`config.mk`:
```
export PLATFORM = sky130hd
export DESIGN_NAME = dma_irq_agg
export DESIGN_NICKNAME = d
export VERILOG_FILES = /design/src/rtl/dma_irq_pkg.sv /design/src/rtl/irq_class_bank.sv /design/src/rtl/irq_addr_decode.sv /design/src/rtl/irq_read_mux.sv /design/src/rtl/dma_irq_agg.sv
export SDC_FILE = /design/constraint.sdc
export NUM_CORES = 1
export LEC_CHECK = 0
export ABC_AREA = 1
export BUFFER_PORTS_ARGS = -buffer_cell sky130_fd_sc_hd__buf_2
export CAP_MARGIN = 5
export CORE_UTILIZATION = 25
export CTS_CLUSTER_SIZE = 16
export DETAILED_ROUTE_END_ITERATION = 8
export REMOVE_ABC_BUFFERS = 1
export SKIP_CTS_REPAIR_TIMING = 1
export SLEW_MARGIN = 10
export SYNTH_ARGS = -nofsm -noshare
export SYNTH_HDL_FRONTEND = slang
export SYNTH_SLANG_ARGS = --single-unit
export TNS_END_PERCENT = 100
```
`constraint.sdc`:
```
create_clock -name clk -period 2.8 [get_ports clk]
set_clock_uncertainty 0.1 [all_clocks]
set_input_delay 0.14 -clock clk [delete_from_list [all_inputs] [get_ports clk]]
set_output_delay 0.14 -clock clk [all_outputs]
set_load 0.05 [all_outputs]
```
`src/rtl/dma_irq_pkg.sv`:
```
package dma_irq_pkg;

    localparam int ADDR_W = 12;
    localparam int DATA_W = 32;
    localparam int NCLS   = 4;

    typedef enum logic [1:0] {
        EVC_CHAIN = 2'd0,
        EVC_NODE  = 2'd1,
        EVC_ERRA  = 2'd2,
        EVC_ERRB  = 2'd3
    } evt_class_e;

    // Base offsets; per-class strides are 4 (views, masks) and 8 (raw)
    localparam logic [ADDR_W-1:0] OFS_SUMMARY = 12'h000;
    localparam logic [ADDR_W-1:0] OFS_MSTAT0  = 12'h004;
    localparam logic [ADDR_W-1:0] OFS_MASK0   = 12'h018;
    localparam logic [ADDR_W-1:0] OFS_RAW0    = 12'h600;
    localparam logic [ADDR_W-1:0] OFS_PRIO    = 12'h688;
    localparam logic [ADDR_W-1:0] OFS_BUSY    = 12'h690;

endpackage

```
`src/rtl/irq_class_bank.sv`:
```
module irq_class_bank #(
    parameter int NUM_CH = 16
) (
    input  logic              clk,
    input  logic              rst_n,
    input  logic [NUM_CH-1:0] set_vec,
    input  logic              clr_we,
    input  logic              mask_we,
    input  logic [NUM_CH-1:0] wdata,
    output logic [NUM_CH-1:0] raw_o,
    output logic [NUM_CH-1:0] mask_o,
    output logic [NUM_CH-1:0] masked_o
);

    typedef struct packed {
        logic [NUM_CH-1:0] raw;
        logic [NUM_CH-1:0] mask;
    } bank_t;

    bank_t s_d, s_q;

    always_comb begin
        s_d = s_q;
        if (clr_we) begin
            s_d.raw = s_q.raw & ~wdata;
        end
        // a new event is applied after the clear so it takes priority
        s_d.raw = s_d.raw | set_vec;
        if (mask_we) begin
            s_d.mask = wdata;
        end
    end

    always_ff @(posedge clk) begin
        if (!rst_n) begin
            s_q <= '0;
        end else begin
            s_q <= s_d;
        end
    end

    assign raw_o    = s_q.raw;
    assign mask_o   = s_q.mask;
    assign masked_o = s_q.raw & s_q.mask;

    assert_event_latch_R1: assert property (@(posedge clk) disable iff (!rst_n)
        (|set_vec) |=> ((raw_o & $past(set_vec)) == $past(set_vec)));

    assert_clear_ones_R2: assert property (@(posedge clk) disable iff (!rst_n)
        clr_we |=> ((raw_o & $past(wdata & ~set_vec)) == '0));

    assert_no_spurious_drop_R2: assert property (@(posedge clk) disable iff (!rst_n)
        !clr_we |=> ((raw_o & $past(raw_o)) == $past(raw_o)));

    assert_event_wins_R3: assert property (@(posedge clk) disable iff (!rst_n)
        (clr_we && |(set_vec & wdata)) |=>
            ((raw_o & $past(set_vec & wdata)) == $past(set_vec & wdata)));

    assert_mask_write_R4: assert property (@(posedge clk) disable iff (!rst_n)
        mask_we |=> (mask_o == $past(wdata)));

    assert_mask_hold_R4: assert property (@(posedge clk) disable iff (!rst_n)
        !mask_we |=> $stable(mask_o));

endmodule

```
`src/rtl/irq_addr_decode.sv`:
```
module irq_addr_decode
    import dma_irq_pkg::*;
(
    input  logic              clk,
    input  logic              rst_n,
    input  logic [ADDR_W-1:0] addr,
    input  logic              wen,
    output logic [NCLS-1:0]   raw_clr_we,
    output logic [NCLS-1:0]   mask_we,
    output logic              prio_we
);

    logic [NCLS-1:0] raw_hit;
    logic [NCLS-1:0] mask_hit;

    for (genvar k = 0; k < NCLS; k++) begin : g_cls
        assign raw_hit[k]  = (addr == ADDR_W'(OFS_RAW0  + 8 * k));
        assign mask_hit[k] = (addr == ADDR_W'(OFS_MASK0 + 4 * k));
    end

    assign raw_clr_we = wen ? raw_hit  : '0;
    assign mask_we    = wen ? mask_hit : '0;
    assign prio_we    = wen && (addr == OFS_PRIO);

    assert_single_target_R10: assert property (@(posedge clk) disable iff (!rst_n)
        $onehot0({raw_clr_we, mask_we, prio_we}));

    assert_no_write_idle_R10: assert property (@(posedge clk) disable iff (!rst_n)
        !wen |-> ({raw_clr_we, mask_we, prio_we} == '0));

endmodule

```
`src/rtl/irq_read_mux.sv`:
```
module irq_read_mux
    import dma_irq_pkg::*;
#(
    parameter int NUM_CH = 16
) (
    input  logic [ADDR_W-1:0]           addr,
    input  logic [NCLS-1:0][NUM_CH-1:0] raw,
    input  logic [NCLS-1:0][NUM_CH-1:0] mask,
    input  logic [NCLS-1:0][NUM_CH-1:0] masked,
    input  logic [NUM_CH-1:0]           summary,
    input  logic [NUM_CH-1:0]           busy,
    input  logic [DATA_W-1:0]           prio,
    output logic [DATA_W-1:0]           rdata
);

    always_comb begin
        rdata = '0;
        if (addr == OFS_SUMMARY) rdata = DATA_W'(summary);
        if (addr == OFS_BUSY)    rdata = DATA_W'(busy);
        if (addr == OFS_PRIO)    rdata = prio;
        for (int k = 0; k < NCLS; k++) begin
            if (addr == ADDR_W'(OFS_MSTAT0 + 4 * k)) rdata = DATA_W'(masked[k]);
            if (addr == ADDR_W'(OFS_MASK0  + 4 * k)) rdata = DATA_W'(mask[k]);
            if (addr == ADDR_W'(OFS_RAW0   + 8 * k)) rdata = DATA_W'(raw[k]);
        end
    end

endmodule

```
`src/rtl/dma_irq_agg.sv`:
```
module dma_irq_agg
    import dma_irq_pkg::*;
#(
    parameter int NUM_CH = 16,
    localparam int CH_W  = $clog2(NUM_CH)
) (
    input  logic              clk,
    input  logic              rst_n,
    input  logic              evt_valid,
    input  logic [1:0]        evt_class,
    input  logic [CH_W-1:0]   evt_chan,
    input  logic [NUM_CH-1:0] chan_busy,
    input  logic [ADDR_W-1:0] reg_addr,
    input  logic              reg_wen,
    input  logic [DATA_W-1:0] reg_wdata,
    output logic [DATA_W-1:0] reg_rdata,
    output logic              irq_o
);

    typedef struct packed {
        logic [DATA_W-1:0] prio;
        logic [DATA_W-1:0] rdata;
        logic              irq;
    } top_t;

    top_t s_d, s_q;

    logic [NCLS-1:0]             raw_clr_we;
    logic [NCLS-1:0]             mask_we;
    logic                        prio_we;
    logic [NCLS-1:0][NUM_CH-1:0] set_vec;
    logic [NCLS-1:0][NUM_CH-1:0] raw;
    logic [NCLS-1:0][NUM_CH-1:0] mask;
    logic [NCLS-1:0][NUM_CH-1:0] masked;
    logic [NUM_CH-1:0]           summary;
    logic [DATA_W-1:0]           mux_rdata;
    logic                        chan_ok;

    assign chan_ok = (32'(evt_chan) < NUM_CH);

    irq_addr_decode u_dec (
        .clk        (clk),
        .rst_n      (rst_n),
        .addr       (reg_addr),
        .wen        (reg_wen),
        .raw_clr_we (raw_clr_we),
        .mask_we    (mask_we),
        .prio_we    (prio_we)
    );

    for (genvar k = 0; k < NCLS; k++) begin : g_bank
        assign set_vec[k] = (evt_valid && chan_ok && (evt_class == 2'(k)))
                          ? (NUM_CH'(1) << evt_chan) : '0;

        irq_class_bank #(.NUM_CH(NUM_CH)) u_bank (
            .clk      (clk),
            .rst_n    (rst_n),
            .set_vec  (set_vec[k]),
            .clr_we   (raw_clr_we[k]),
            .mask_we  (mask_we[k]),
            .wdata    (reg_wdata[NUM_CH-1:0]),
            .raw_o    (raw[k]),
            .mask_o   (mask[k]),
            .masked_o (masked[k])
        );
    end

    always_comb begin
        summary = '0;
        for (int k = 0; k < NCLS; k++) begin
            summary = summary | masked[k];
        end
    end

    irq_read_mux #(.NUM_CH(NUM_CH)) u_mux (
        .addr    (reg_addr),
        .raw     (raw),
        .mask    (mask),
        .masked  (masked),
        .summary (summary),
        .busy    (chan_busy),
        .prio    (s_q.prio),
        .rdata   (mux_rdata)
    );

    always_comb begin
        s_d       = s_q;
        s_d.rdata = mux_rdata;
        s_d.irq   = |summary;
        if (prio_we) begin
            s_d.prio = reg_wdata;
        end
    end

    always_ff @(posedge clk) begin
        if (!rst_n) begin
            s_q <= '0;
        end else begin
            s_q <= s_d;
        end
    end

    assign reg_rdata = s_q.rdata;
    assign irq_o     = s_q.irq;

    assert_irq_rise_R7: assert property (@(posedge clk) disable iff (!rst_n)
        (|summary) |=> irq_o);

    assert_irq_fall_R7: assert property (@(posedge clk) disable iff (!rst_n)
        !(|summary) |=> !irq_o);

    assert_prio_write_R9: assert property (@(posedge clk) disable iff (!rst_n)
        prio_we |=> (s_q.prio == $past(reg_wdata)));

    assert_prio_hold_R10: assert property (@(posedge clk) disable iff (!rst_n)
        !prio_we |=> $stable(s_q.prio));

    assert_upper_zero_R11: assert property (@(posedge clk) disable iff (!rst_n)
        (reg_addr != OFS_PRIO) |=> (reg_rdata[DATA_W-1:NUM_CH] == '0));

endmodule

```
# --- Yosys cells after proc, flatten, opt, wreduce, memory -nomap -nowiden ---
# Index checks and enable logic that the tools add are counted.
totals:
  ff_bits: 193
  input_bits: 70
  elab_cells: 81
classes:
  eq_ne: 17
  shifts: 1
  muxes: 25
  bitwise_logic: 17
  n_reduce_logical: 9
op_table:
  columns: ["op", "n"]
  rows:
  - ["2-to-1 mux 16 bit", 22]
  - ["AND 16 bit", 8]
  - ["bitwise OR 16 bit", 7]
  - ["equality test 12 x 11 -> 1 bit, second input constant", 6]
  - ["equality test 12 x 5 -> 1 bit, second input constant", 3]
  - ["2-to-1 mux 32 bit", 1]
  - ["equality test 12 x 4 -> 1 bit, second input constant", 2]
  - ["equality test 12 x 6 -> 1 bit, second input constant", 2]
  - ["NOT 16 bit", 1]
  - ["OR reduction 16 bit", 1]
  - ["left shift 1 x 4 -> 16 bit, first input constant", 1]
  - ["OR reduction 13 bit", 1]
  - ["equality test 12 x 3 -> 1 bit, second input constant", 1]
  - ["zero test 12 bit", 1]
  - ["2-to-1 mux 4 bit", 2]
  - ["logical AND 1 bit", 5]
  - ["equality test 2 bit, second input constant", 2]
  - ["equality test 2 x 1 -> 1 bit, second input constant", 1]
  - ["zero test 2 bit", 1]
  - ["NOT 1 bit", 1]

# --- Depth between registers and ports, before layout ---
depth:
  word_depth: 19
  ltp_mapped: 19

# --- Modules after synthesis ---
# From an unflattened synthesis, not the netlist that was laid out.
unflattened:
  hier_cells: 1999
  area_unflattened_um2: 11773.8
modules_own_cells:
  columns: ["mod", "n_inst", "cells_each", "area_each_um2", "seq_area_each_um2"]
  rows:
  - ["irq_class_bank", 4, 184, 1320.0, 640.6]
  - ["irq_read_mux", 1, 780, 3350.7, 0.0]
  - ["dma_irq_agg", 1, 433, 2937.8, 1301.2]
  - ["irq_addr_decode", 1, 50, 205.2, 0.0]

# --- Worst setup path after synthesis ---
# Ideal clock, no wire load.
synth_path:
  kind: "input -> register"
  from: "input reg_addr[0]"
  to: "register s_q, in the netlist reg_rdata[3]"
  setup_ns: 0.109
  arrival_time_ns: 1.415
  required_ns: 2.591
  setup_slack_ns: 1.176
  cell_stages: 19
  path_buffers: 1
  cell_sequence: "inv_2 > nand2_1 > nor2_4 > nand2_2 > inv_2 > buf_2 > nand3_1 > nand2_1 > inv_1 > nand2_1 > nand3_1 > nand2_1 > nand3_1 > nand2_1 > nand3_1 > nand2_1 > nand3_1 > nand2_1 > inv_1"
synth_via:
  elab_chain_len: 16
  word_cells_on_any_way: 30
  classes_between: "14 x eq/ne; 15 x mux; 1 x reduce/logical"
synth_lines:
  columns: ["element", "line", "text"]
  rows:
  - ["from (decl)", "dma_irq_agg.sv:13", "input logic [ADDR_W-1:0] reg_addr,"]
  - ["zero test 12 bit", "irq_read_mux.sv:18", "if (addr == OFS_SUMMARY) rdata = DATA_W'(summary);"]
  - ["2-to-1 mux 16 bit", "irq_read_mux.sv:18", null]
  - ["2-to-1 mux 16 bit", "irq_read_mux.sv:19", "if (addr == OFS_BUSY) rdata = DATA_W'(busy);"]
  - ["2-to-1 mux 32 bit", "irq_read_mux.sv:20", "if (addr == OFS_PRIO) rdata = prio;"]
  - ["2-to-1 mux 16 bit", "irq_read_mux.sv:22", "if (addr == ADDR_W'(OFS_MSTAT0 + 4 * k)) rdata = DATA_W'(masked[k]);"]
  - ["2-to-1 mux 16 bit", "irq_read_mux.sv:23", "if (addr == ADDR_W'(OFS_MASK0 + 4 * k)) rdata = DATA_W'(mask[k]);"]
  - ["2-to-1 mux 16 bit", "irq_read_mux.sv:24", "if (addr == ADDR_W'(OFS_RAW0 + 8 * k)) rdata = DATA_W'(raw[k]);"]
  - ["2-to-1 mux 16 bit", "irq_read_mux.sv:22", null]
  - ["2-to-1 mux 16 bit", "irq_read_mux.sv:23", null]
  - ["2-to-1 mux 16 bit", "irq_read_mux.sv:24", null]
  - ["2-to-1 mux 16 bit", "irq_read_mux.sv:22", null]
  - ["2-to-1 mux 16 bit", "irq_read_mux.sv:23", null]
  - ["2-to-1 mux 16 bit", "irq_read_mux.sv:24", null]
  - ["2-to-1 mux 16 bit", "irq_read_mux.sv:22", null]
  - ["2-to-1 mux 16 bit", "irq_read_mux.sv:23", null]
  - ["2-to-1 mux 16 bit *", "irq_read_mux.sv:24", null]
  - ["to (signal assigned)", "dma_irq_agg.sv:97", "s_q <= '0;"]
  - ["to (signal assigned)", "dma_irq_agg.sv:99", "s_q <= s_d;"]
  - ["to (decl)", "dma_irq_agg.sv:26", "top_t s_d, s_q;"]
# Every way passes the cells marked *; elsewhere a longest branch is shown, timed or not.
# A chain may end at the register's enable or synchronous reset.

# --- Final worst setup path ---
layout_path:
  from: "input reg_addr[0]"
  to: "register s_q, in the netlist reg_rdata[1]"
# The elaborated chain is that of the path after synthesis.

==> out/metrics.csv <==
metric;value;unit
Seq/Total Area, Yosys;38.2;%
CP dominant cell by count;nand2_1;
Clock Tree Buf Depth;2;
std cell rows;73;
GR Overflow Total;0;
gr usage total;17.3;%
Final Max Slew Viols;0;
register area;3860;µm²
leading area contributor after synthesis;dfxtp_1;
Primary FF master, synth;dfxtp_1;
kind of critical path;in -> reg;
H-tree depth;4;
# diodes;0;
final WL;35900;µm
CTS clk-pin slew, worst paths;0.08;ns
die height;203;µm
WP data required;3.10;ns
gpl congestion;0.916;
Slowest-stage cell, CP;nand2_1;
I/O Buffers;102;
Layout area overhead;19.2;%
WL/cell;16.4;µm
Hold Path Class;in -> reg;
Vias/cell;4.79;
TritonCTS sink count;193;
worst path bufs/invs;5;
min Tclk post-route;1.91;ns
fin nets;1726;
largest cells by area after synthesis;dfxtp_1 38%, o21ai_0 13%, nand2_1 11%, inv_1 9.7%, nand3_1 8.0%;
failing checks;hold timing;
top-level I/O count;103;
clock share of power;46.4;%
P_leak;4.73;nW
Synth top area share;38.2;%
Yosys warnings;0;
power per cell area;475;nW/µm²
Gate power share;5.5;%
root buffer cell;clkbuf_16;
switching part of the total;24.1;%
DRT Pass-1 Iters;5;
clk_lat worst skew;0.45;ns
sw power;1.38;mW
Max Cap Violations;0;
Worst-Margin Slew;0.952;ns
CTS buffer count;17;
first-pass GRT wire length;54500;µm
multi-input logic area;4700;µm²
#FFs+latches synth;193;
CP max stage delay;0.41;ns
vias in the first global route;9665;
Int Pwr;4.34;mW
DRC;0;
relative slew slack;35.9;%
DR iter-0 viols;932;
FILL cells;4386;
worst IR drop on VDD;343;µV
Critical Path Fanout Max;16;
most common cell in the synthesized netlist;nand2_1;
Die ar.;41200;µm²
number of synthesized flops with an enable pin;0;
CP arrival;2.22;ns
Starting Density;25.4;%
synth cell count leaders;287 x nand2_1, 260 x inv_1, 253 x o21ai_0;
CP Capture Type;flop;
ratio of cells with drive above 1 in the final layout;12.8;%
sequential share of power;48.1;%
CTS tree;built;
Routed Antenna Nets;0;
antenna violations before repair;0;
crit-path cells;buf_2, inv_2, nand2_1, nor2_4, nand2_2, inv_2, nand2_1, o21ai_1, inv_1, nand3_1, nand2_1, nand3_1, nand2_1, nand3_1, nand2_1, nand3_1, nand2_1, inv_1;
status;finished with violations;
largest net degree at the start of global routing;108;
Setup TNS;0;ns
FFs w/ async S/R, synth;0;%
Syn Std Cell Area;10100;µm²
unrepaired setup endpoints after global routing;no;
WHS;-0.0141;ns
syn_area_per_cell;6.44;µm²
DR vias;10513;
final setup vio count;0;
final hold viol count;12;
Die W;203;µm
Final HPWL DP;25000;µm
Core Box Area;39800;µm²
fmax;0.523;GHz
fin crit share;68.3;%
Unique masters post-synth;26;
top cell family by delay on the critical path;simple AND/OR/NAND/NOR gates;
Worst Setup Start Kind;primary input;
Mapped Cells;1569;
-- cell type report --
class,instances,share of cell area [%]
clock buffers,22,3.94
clock inverters,10,1.25
inverters,277,8.63
multi-input cells,991,39.0
flip-flops and latches,193,32.1
well taps,525,5.45
repair buffers,176,9.64
-- cell usage in the layout, fill, tap and decap left out --
cell and n:
nor3_2 3, nor4b_1 1, nand3_4 1, nor3_4 3, o21ai_0 253, buf_2 102
clkbuf_1 2, nor4_1 5, clkbuf_16 17, buf_12 2, a21oi_1 160, o21ai_1 12
nand2_2 4, nor4_2 1, dfxtp_1 193, clkbuf_8 3, inv_1 260, nor2_2 1
nand3_1 162, clkinv_4 5, clkinvlp_4 1, buf_4 44, nor2_1 57, nor2_4 4
nand3b_1 5, inv_2 17, dlygate4sd3_1 28, nand2_1 286, inv_6 1, a41oi_1 1
bufinv_16 3, nand4_1 26, nand3_2 1, nor3_1 4, nand4_2 1
-- power groups by stage --
| stage | clock, mW | sequential [mW] | combinational [mW] |
|---|---|---|---|
| after floorplan | 0 | 2.82 | 0.113 |
| after global placement | 0 | 2.82 | 0.278 |
| after detailed placement | 0 | 2.82 | 0.282 |
| after CTS | 2.69 | 2.76 | 0.283 |
| after global routing | 2.81 | 2.76 | 0.345 |
| final | 2.65 | 2.76 | 0.316 |
-- sequential cells by signal, indices dropped and copies added (netlist names) --
register	cells
g_bank.u_bank.mask_o	64
reg_rdata	32
irq_o	1
s_q	32
g_bank.u_bank.raw_o	64
-- metal layers --
metal  GRT usage [%]  routed length [µm]
met1            22.1               15300
met2            28.7               16800
met3            2.71                2380
met4            7.55                1350
met5               0                   0
-- final timing paths --
| check | slack, ns | startpoint | to | cells past startpoint |
|---|---|---|---|---|
| setup / recovery | 0.89 | reg_addr[0] | reg_rdata[1]$_SDFF_PN0_ | 18 |
| setup reg to reg | 1.01 | g_bank[0].u_bank.raw_o[11]$_SDFF_PN0_ | reg_rdata[11]$_SDFF_PN0_ | 14 |
| hold / removal | -0.01 | reg_wdata[13] | g_bank[1].u_bank.mask_o[13]$_SDFFE_PN0P_ | 3 |
| hold reg to reg | 0.34 | s_q[54]$_SDFFE_PN0P_ | reg_rdata[21]$_SDFF_PP0_ | 2 |
-- through the flow --
| stage | util [%] | total power [mW] | instances | setup slack [ns] | instance area [µm²] |
|---|---|---|---|---|---|
| after floorplan | - | 2.93 | 1461 | 0.186 | 9560 |
| after global placement | 28.0 | 3.10 | 2134 | 0.528 | 11100 |
| after detailed placement | 28.0 | 3.10 | 2134 | 0.480 | 11100 |
| after CTS | 29.5 | 5.73 | 2166 | 0.936 | 11800 |
| after global routing | 30.3 | 5.91 | 2194 | 0.576 | 12000 |
| final | 30.3 | 5.73 | 2194 | 0.889 | 12000 |
-- worst register-to-register path: stages (launching register included) --
cell	delay, ns
dfxtp_1	0.34
nand2_1	0.08
nand4_1	0.25
nand3_1	0.18
nand3_1	0.08
nand2_1	0.11
nand3_1	0.07
nand2_1	0.07
nand3_1	0.07
nand2_1	0.07
nand3_1	0.06
nand2_1	0.06
nand3_1	0.07
nand2_1	0.06
inv_1	0.03
-- cell families (layout without fill, tap and decap cells) --
group	count (synthesis)	after routing	share of synthesized area, %
buffers and inverters	385	485	15.7
DFF	193	193	38.2
and+or+nand+nor	565	565	25.0
AOI/OAI and AO/OA	426	426	21.1
(Power assumes the default switching activity.)
